--- config.mk ---
export PLATFORM = sky130hd
export DESIGN_NAME = e1_demux_ctl
export DESIGN_NICKNAME = d
export VERILOG_FILES = /design/src/rtl/e1dx_pkg.sv /design/src/rtl/e1dx_tsel.sv /design/src/rtl/e1dx_ais.sv /design/src/rtl/e1dx_out.sv /design/src/rtl/e1_demux_ctl.sv
export SDC_FILE = /design/constraint.sdc
export NUM_CORES = 1
export LEC_CHECK = 0
export CAP_MARGIN = 10
export CORE_ASPECT_RATIO = 1.4
export CORE_UTILIZATION = 33
export CTS_CLUSTER_DIAMETER = 150
export DETAILED_ROUTE_END_ITERATION = 10
export GPL_ROUTABILITY_DRIVEN = 0
export PLACE_DENSITY = 0.85
export SYNTH_ARGS = -nofsm -noshare
export SYNTH_HDL_FRONTEND = slang
export SYNTH_HIERARCHICAL = 1
export SYNTH_SLANG_ARGS = --single-unit
--- constraint.sdc ---
create_clock -name clk -period 3.9 [get_ports clk]
set_clock_uncertainty 0.05 [all_clocks]
set_input_delay 0.39 -clock clk [delete_from_list [all_inputs] [get_ports clk]]
set_output_delay 0.39 -clock clk [all_outputs]
set_load 0.03 [all_outputs]
--- src/rtl/e1dx_pkg.sv ---
package e1dx_pkg;
  typedef struct packed {
    logic       inv;   // [7] data/frame mark on falling edge
    logic       lb;    // [6] loopback
    logic [1:0] tsrc;  // [5:4] timing source code
    logic [2:0] ais;   // [3:1] per-loop forced alarm, [1] = loop 1
    logic       ext;   // [0] sync-loss pins drive the alarm
  } ctl_t;

  localparam logic [7:0] CTL_RESET = 8'h01;
endpackage

--- src/rtl/e1dx_tsel.sv ---
module e1dx_tsel #(
  parameter int N = 3
) (
  input  logic       clk,
  input  logic       rst_n,
  input  logic [1:0] tsrc,
  input  logic [N-1:0] los,
  input  logic [N-1:0] en,
  input  logic [N-1:0] lp_clk,
  input  logic       nom_clk,
  output logic       clk_q,
  output logic       rise_nx,
  output logic       fall_nx
);
  localparam int SW = $clog2(N + 1);

  logic [N:0]    lvl;
  logic [SW-1:0] want;
  logic [SW-1:0] sel_q;
  logic          cur;
  logic          nxt;

  assign lvl = {lp_clk, nom_clk};

  // Source index 0 is the nominal clock; index i+1 is loop i+1.
  always_comb begin
    want = '0;
    if (tsrc != 2'b00) begin
      want = SW'(tsrc);
    end else begin
      for (int i = N - 1; i >= 0; i--) begin
        if (!los[i] && en[i]) want = SW'(i + 1);
      end
    end
  end

  assign cur = lvl[sel_q];
  assign nxt = lvl[want];

  always_ff @(posedge clk) begin
    if (!rst_n) begin
      sel_q <= '0;
      clk_q <= 1'b0;
    end else begin
      clk_q <= cur;
      if (want != sel_q && !clk_q && !cur && !nxt) sel_q <= want;
    end
  end

  assign rise_nx = cur & ~clk_q;
  assign fall_nx = ~cur & clk_q;
endmodule

--- src/rtl/e1dx_ais.sv ---
module e1dx_ais #(
  parameter int N = 3,
  parameter int W = 8
) (
  input  logic [N-1:0]        ais,
  input  logic                ext,
  input  logic [N-1:0]        los,
  input  logic [N-1:0]        valid_i,
  input  logic [N-1:0][W-1:0] data_i,
  output logic [N-1:0]        ready_o,
  output logic [N-1:0]        valid_o,
  output logic [N-1:0][W-1:0] data_o,
  input  logic [N-1:0]        ready_i
);
  for (genvar i = 0; i < N; i++) begin : g_lp
    logic force_ones;
    assign force_ones = ais[i] | (ext & los[i]);
    assign data_o[i]  = force_ones ? {W{1'b1}} : data_i[i];
    assign valid_o[i] = valid_i[i];
    assign ready_o[i] = ready_i[i];
  end
endmodule

--- src/rtl/e1dx_out.sv ---
module e1dx_out (
  input  logic clk,
  input  logic rst_n,
  input  logic inv,
  input  logic lb,
  input  logic clk_q,
  input  logic rise_nx,
  input  logic fall_nx,
  input  logic dmx_data,
  input  logic dmx_fm,
  input  logic tx_clk,
  input  logic tx_data,
  input  logic tx_fm,
  output logic e1_clk,
  output logic e1_data,
  output logic e1_fm,
  output logic mx_clk,
  output logic mx_data,
  output logic mx_fm
);
  logic data_q;
  logic fm_q;
  logic take;

  assign take = inv ? fall_nx : rise_nx;

  always_ff @(posedge clk) begin
    if (!rst_n) begin
      data_q <= 1'b0;
      fm_q   <= 1'b0;
    end else if (take) begin
      data_q <= dmx_data;
      fm_q   <= dmx_fm;
    end
  end

  assign e1_clk  = lb ? tx_clk  : clk_q;
  assign e1_data = lb ? tx_data : data_q;
  assign e1_fm   = lb ? tx_fm   : fm_q;
  assign mx_clk  = lb ? clk_q   : tx_clk;
  assign mx_data = lb ? data_q  : tx_data;
  assign mx_fm   = lb ? fm_q    : tx_fm;
endmodule

--- src/rtl/e1_demux_ctl.sv ---
module e1_demux_ctl
  import e1dx_pkg::*;
#(
  parameter int N = 3,
  parameter int W = 8
) (
  input  logic                clk,
  input  logic                rst_n,
  input  logic                cfg_we,
  input  logic [7:0]          cfg_wdata,
  output logic [7:0]          cfg_rdata,
  input  logic [N-1:0]        lp_en_i,
  input  logic [N-1:0]        los_i,
  input  logic [N-1:0]        lp_clk_i,
  input  logic                nom_clk_i,
  input  logic                dmx_data_i,
  input  logic                dmx_fm_i,
  input  logic                e1_tx_clk_i,
  input  logic                e1_tx_data_i,
  input  logic                e1_tx_fm_i,
  output logic                e1_clk_o,
  output logic                e1_data_o,
  output logic                e1_fm_o,
  output logic                mx_clk_o,
  output logic                mx_data_o,
  output logic                mx_fm_o,
  input  logic [N-1:0]        pay_valid_i,
  input  logic [N-1:0][W-1:0] pay_data_i,
  output logic [N-1:0]        pay_ready_o,
  output logic [N-1:0]        pay_valid_o,
  output logic [N-1:0][W-1:0] pay_data_o,
  input  logic [N-1:0]        pay_ready_i
);
  ctl_t ctl_q;
  logic clk_q, rise_nx, fall_nx;

  always_ff @(posedge clk) begin
    if (!rst_n) ctl_q <= ctl_t'(CTL_RESET);
    else if (cfg_we) ctl_q <= ctl_t'(cfg_wdata);
  end

  assign cfg_rdata = ctl_q;

  e1dx_tsel #(.N(N)) u_tsel (
    .clk(clk), .rst_n(rst_n), .tsrc(ctl_q.tsrc), .los(los_i), .en(lp_en_i),
    .lp_clk(lp_clk_i), .nom_clk(nom_clk_i),
    .clk_q(clk_q), .rise_nx(rise_nx), .fall_nx(fall_nx)
  );

  e1dx_ais #(.N(N), .W(W)) u_ais (
    .ais(ctl_q.ais[N-1:0]), .ext(ctl_q.ext), .los(los_i),
    .valid_i(pay_valid_i), .data_i(pay_data_i), .ready_o(pay_ready_o),
    .valid_o(pay_valid_o), .data_o(pay_data_o), .ready_i(pay_ready_i)
  );

  e1dx_out u_out (
    .clk(clk), .rst_n(rst_n), .inv(ctl_q.inv), .lb(ctl_q.lb),
    .clk_q(clk_q), .rise_nx(rise_nx), .fall_nx(fall_nx),
    .dmx_data(dmx_data_i), .dmx_fm(dmx_fm_i),
    .tx_clk(e1_tx_clk_i), .tx_data(e1_tx_data_i), .tx_fm(e1_tx_fm_i),
    .e1_clk(e1_clk_o), .e1_data(e1_data_o), .e1_fm(e1_fm_o),
    .mx_clk(mx_clk_o), .mx_data(mx_data_o), .mx_fm(mx_fm_o)
  );
endmodule

==> impl_metrics.py, run 1 <==
metrics = {
    "outcome": {
        "status": "finished clean",
    },
    "setup_path": {
        "cp-end-kind": "output port",
        "path_max_fanout": 26,
        "cp.arrival_ns": 2.09,
        "max_stage_delay_ns": 0.89,
        "crit_chain": "a211o_2 > clkdlybuf4s50_1",
        "path_delay_family": "flip-flops",
        "cp_slowest_cell": "dfxtp_1",
        "critical_path_class": "flop to output port",
        "path_buf_inv": 1,
        "start_kind": "flop",
        "worstPathRequired_ns": 3.46,
    },
    "layout": {
        "syn_to_final_growth_pct": 77.0,
        "fill_cells": 276,
        "stdcell_count": 230,
        "num_antenna_cells": 0,
        "drive_gt1_share_pct": 11.0,
        "nets": 248,
    },
    "cts": {
        "cts_buffer_depth": 2,
        "clock_latency_ns": 0.24,
        "cts_num_sinks": 13,
        "cts-resized-gates": 0,
        "path_clk_slew_ns": 0.05,
        "cts.htree.levels": 1,
        "postCtsHoldBufs": 0,
        "root_buffer": "clkbuf_8",
        "cts_setup_buffers": 0,
        "cts_buffers": 3,
        "cts_tree": "built",
    },
    "pwr": {
        "clock_power_share_pct": 22.1,
        "switching_share_pct": 33.8,
        "static-leakage-power_nw": 0.784,
        "power_density_nw_per_um2": 273,
        "power.internal_w": 0.000354,
        "pwr-share-comb_pct": 47.1,
        "ir_worst_vdd_uv": 218,
        "switching_power_w": 0.000180,
        "seqPwrFrac_pct": 30.8,
    },
    "floorplanning": {
        "die_w_um": 50.9,
        "rows": 24,
        "coreArea_um2": 3150,
        "die_h_um": 70.5,
        "initial_core_util_pct": 35.1,
        "die_area_um2": 3590,
        "ioPinCount": 100,
    },
    "sta": {
        "tns_ns": 0,
        "setup-violations-final": 0,
        "rsz0062_at_grt": "false",
        "clock.fmax_ghz": 0.396,
        "relSlewSlack_pct": 41.0,
        "slew_violations": 0,
        "period_needed_ns": 2.53,
        "min_period_over_period_pct": 64.8,
        "setup_slack_ns": 1.37,
        "tightestPinTransition_ns": 0.884,
        "hold_violations": 0,
    },
    "detailed_routing": {
        "via_per_inst": 5.26,
        "drc_errors": 0,
        "wl_met1_mm": 1.41,
        "wirelength_mm": 3.56,
        "first_iter_violations": 17,
        "wl_met3_um": 281,
        "postRouteAntennaNets": 0,
        "wl_met2_mm": 1.81,
        "dr.pass1.iters": 4,
        "highest_layer": "met4",
        "wl_per_cell_um": 15.5,
        "vias": 1209,
    },
    "global_routing": {
        "grt_pass1_wl_mm": 5.66,
        "overflow": 0,
        "grt_max_degree": 27,
        "antenna_found_initial": 0,
        "track_usage_pct": 20.3,
        "grt_pass1_vias": 1170,
    },
    "synthesis": {
        "synthCells": 116,
        "synth_top_area_cell": "dfxtp_1",
        "synth_edf_count": 0,
        "ys_ff_latch": 13,
        "yosysSeqAreaShare_pct": 23.5,
        "ys.flop_type": "dfxtp_1",
        "syn_avg_cell_area_um2": 9.54,
        "synth_top_area_share_pct": 23.5,
        "syn-cell-area_um2": 1110,
        "ys_types": 34,
        "synth_nets": 172,
        "async_reset_ff_share_pct": 0,
        "netlist_top_cells_count": "a211o_1, dfxtp_1, a211o_2, mux2i_1, nor2b_1",
        "ys_top_cells_by_area": "dfxtp_1, a211o_1, a211o_2",
        "ys_warn_count": 6,
        "yosysMostFrequentCell": "a211o_1",
    },
    "placed_design": {
        "pre_cts_ws_ns": 1.48,
        "hpwl_mm": 2.82,
        "dpl.cell_count": 226,
        "portBuffers": 87,
    },
    "job": {
        "cap_violations": 0,
    },
    "min_path": {
        "hp-class": "flop to flop",
    },
}
-- kinds of logic after synthesis --
logic type / Yosys count / synth area share [%]
multiplexers: 18 / 20.5
buffers and inverters: 19 / 11.2
AO/OA/AOI/OAI: 40 / 30.8
AND/OR/NAND/NOR: 26 / 14.0
flip-flops: 13 / 23.5
-- registers in the layout, summed over array words and instances, names as in the netlist --
name	count
cfg_rdata	8
u_tsel/sel_q	2
u_out/data_q	1
u_out/fm_q	1
u_tsel/clk_q	1
-- per-stage QoR --
stage / hold WS [ns] / area [µm²] / utilization (%) / total power (W)
floorplan: 0.400 / 1110 / - / 0.000314
global placement: 0.420 / 1910 / 60.7 / 0.000412
detailed placement: 0.437 / 1910 / 60.7 / 0.000419
CTS: 0.444 / 1960 / 62.1 / 0.000539
global route: 0.481 / 1960 / 62.1 / 0.000563
finish: 0.438 / 1960 / 62.1 / 0.000534
-- area by class of cell --
class                           count  area (µm²)  area share, %
Clock buffer                        4        45.0           2.30
Inverter                            3        11.3          0.575
Multi-Input combinational cell     84         722           36.9
Sequential cell                    13         260           13.3
Tap cell                           39        48.8           2.49
Timing Repair Buffer               87         871           44.5
-- routing by layer --
layer / track usage (%) / vias up
met5: 0 / -
met4: 7.10 / 0
met3: 4.58 / 7
met2: 36.3 / 63
met1: 22.9 / 551
li1: - / 588
-- worst min-delay path, stage by stage, from the launching register on --
cell and delay (ns):
dfxtp_1 0.32, nand2_1 0.06, mux2i_1 0.06
-- path summary, 6_finish.rpt --
kind	end	cells past startpoint	slack (ns)	start
worst max-delay path	pay_data_o[18]	2	1.37	cfg_rdata[0]
worst min register to register	u_out/data_q	2	0.44	u_out/data_q
worst min-delay path	u_out/data_q	2	0.44	u_out/data_q
worst max register to register	u_tsel/sel_q[1]	5	2.16	cfg_rdata[5]
-- power groups by stage --
stage	Clock (W)	Combinational, W	Sequential [W]
2_1_floorplan	0	0.000149	0.000165
3_3_place_gp	0	0.000247	0.000165
3_5_place_dp	0	0.000252	0.000167
4_1_cts	0.000122	0.000253	0.000164
5_1_grt	0.000130	0.000265	0.000167
6_report	0.000118	0.000252	0.000164
-- cells in the final DEF (no fill, tap or decap), types with 2 or more instances in the layout --
cell type / synthesis / final
mux2i_1: 10 / 10
dfxtp_1: 13 / 13
and2b_1: 2 / 2
mux2_4: 6 / 6
o21a_1: 2 / 2
a21oi_1: 2 / 2
o41ai_1: 2 / 2
a211o_2: 10 / 10
o21ai_0: 3 / 3
clkbuf_8: 0 / 3
nor2b_1: 10 / 10
nand2_1: 5 / 5
a211o_1: 14 / 14
nand2b_1: 2 / 2
inv_1: 3 / 3
clkdlybuf4s50_1: 0 / 87
(Power assumes the default switching activity.)
==> run 2, diff against run 1 <==
CORE_UTILIZATION = 31   (was 33)
PLACE_DENSITY = 0.81   (was 0.85)
clock period = 2.4 ns   (was 3.9 ns; I/O delays follow)
==> impl_metrics.py, run 2 (synthesized netlist as in run 1, its figures left out) <==
metrics = {
    "outcome": {
        "status": "finished clean",
    },
    "pwr": {
        "ir_worst_vdd_uv": 333,
        "static-leakage-power_nw": 0.793,
        "power_density_nw_per_um2": 443,
        "finalPower_w": 0.000875,
    },
    "job": {
        "cap_violations": 0,
    },
    "cts": {
        "clock_latency_ns": 0.24,
        "cts_buffers": 3,
        "cts_setup_buffers": 0,
        "cts_num_sinks": 13,
        "cts_buffer_depth": 2,
        "root_buffer": "clkbuf_8",
        "cts.htree.levels": 1,
        "cts-resized-gates": 0,
        "postCtsHoldBufs": 0,
        "cts_tree": "built",
    },
    "setup_path": {
        "r2r_end": "u_tsel/sel_q[0]",
        "cp.arrival_ns": 1.81,
        "crit_chain": "clkdlybuf4s50_1 > a211o_2 > clkdlybuf4s50_1",
        "max_stage_delay_ns": 0.60,
        "reg2reg_from": "u_tsel/sel_q[0]",
        "cp_slowest_cell": "clkdlybuf4s50_1",
        "reg2regPathDepth": 4,
        "setup.worst_path.end": "pay_data_o[3]",
        "worstPathRequired_ns": 2.11,
        "path_max_fanout": 9,
        "crit_start": "los_i[0]",
        "rrSetupSlack_ns": 0.44,
        "start_kind": "input pin",
        "critical_path_class": "input pin to output port",
        "cp-end-kind": "output port",
        "crit_top_cell": "clkdlybuf4s50_1",
    },
    "sta": {
        "period_needed_ns": 2.10,
        "slew_violations": 0,
        "rsz0062_at_grt": "false",
        "tightestPinTransition_ns": 0.626,
        "relSlewSlack_pct": 58.0,
        "min_period_over_period_pct": 87.3,
        "setup_slack_ns": 0.304,
        "hold_violations": 0,
        "setup-violations-final": 0,
        "clock.fmax_ghz": 0.477,
        "tns_ns": 0,
    },
    "detailed_routing": {
        "drc_errors": 0,
        "postRouteAntennaNets": 0,
        "wirelength_mm": 3.79,
        "wl_per_cell_um": 16.3,
        "first_iter_violations": 27,
        "dr.pass1.iters": 4,
        "vias": 1204,
        "via_per_inst": 5.17,
    },
    "placed_design": {
        "hpwl_mm": 2.84,
        "portBuffers": 87,
        "pre_cts_ws_ns": 0.168,
    },
    "floorplanning": {
        "die_w_um": 52.5,
        "rows": 25,
        "initial_core_util_pct": 32.7,
        "die_area_um2": 3810,
        "coreArea_um2": 3380,
        "ioPinCount": 100,
        "die_h_um": 72.7,
    },
    "layout": {
        "largest_reg_flops": 8,
        "num_antenna_cells": 0,
        "drive_gt1_share_pct": 11.9,
        "nets": 250,
        "multi_input_area_um2": 722,
        "fill_cells": 313,
        "final_cell_mix": "clkdlybuf4s50_1, a211o_1, dfxtp_1",
        "final_common_cell": "clkdlybuf4s50_1",
        "syn_to_final_growth_pct": 78.5,
        "regArea_um2": 260,
    },
    "global_routing": {
        "grt_max_degree": 27,
        "overflow": 0,
        "track_usage_pct": 19.5,
        "globalRouteMet1Util_pct": 23.1,
        "gr-usage-met3_pct": 2.29,
        "grt_pass1_vias": 1183,
        "grt_pass1_wl_mm": 5.66,
        "gr-max-usage-layer": "met2",
        "use_met2_pct": 34.7,
        "antenna_found_initial": 0,
    },
    "min_path": {
        "hp-class": "input pin to output port",
    },
}
run 2: worst min path at each step:
stage	slack (ns)	start	depth (start not counted)	end
after floorplan	0.25	rst_n	1	cfg_rdata[0]
after global placement	0.41	u_out/data_q	2	u_out/data_q
after detailed placement	0.43	pay_ready_i[1]	0	pay_ready_o[1]
after CTS	0.43	pay_ready_i[1]	0	pay_ready_o[1]
after global routing	0.43	pay_ready_i[2]	0	pay_ready_o[2]
final	0.43	pay_ready_i[0]	0	pay_ready_o[0]
run 2: final cells by class:
class / instances / area share, %
repair buffers: 89 / 44.9
clock buffers: 4 / 2.28
flip-flops and latches: 13 / 13.2
well taps: 40 / 2.53
multi-input cells: 84 / 36.6
inverters: 3 / 0.570
run 2: critical path, delay by kind of cell:
| family | cells | cell delay [ns] |
|---|---|---|
| buf+inv | 2 | 1.18 |
| compound gates | 1 | 0.39 |
run 2: power by group:
part	internal [W]	switching, W	leakage, nW
clock network	0.000117	0.0000729	0.0228
logic	0.000227	0.000197	0.663
registers	0.000233	0.0000279	0.107
run 2: through the flow:
stage	cell area (µm²)	utilization (%)	hold slack [ns]	instances
2_1_floorplan	1110	-	0.252	116
3_3_place_gp	1930	57.1	0.413	229
6_report	1970	58.4	0.430	233
5_1_grt	1970	58.4	0.430	233
3_5_place_dp	1930	57.1	0.430	229
4_1_cts	1970	58.4	0.430	233
run 2: metal layers:
metal  routed length, µm  vias up
met2                2060       38
met4                  68        0
met3                 165        6
met1                1500      570
li1                    -      590
met5                   0        -
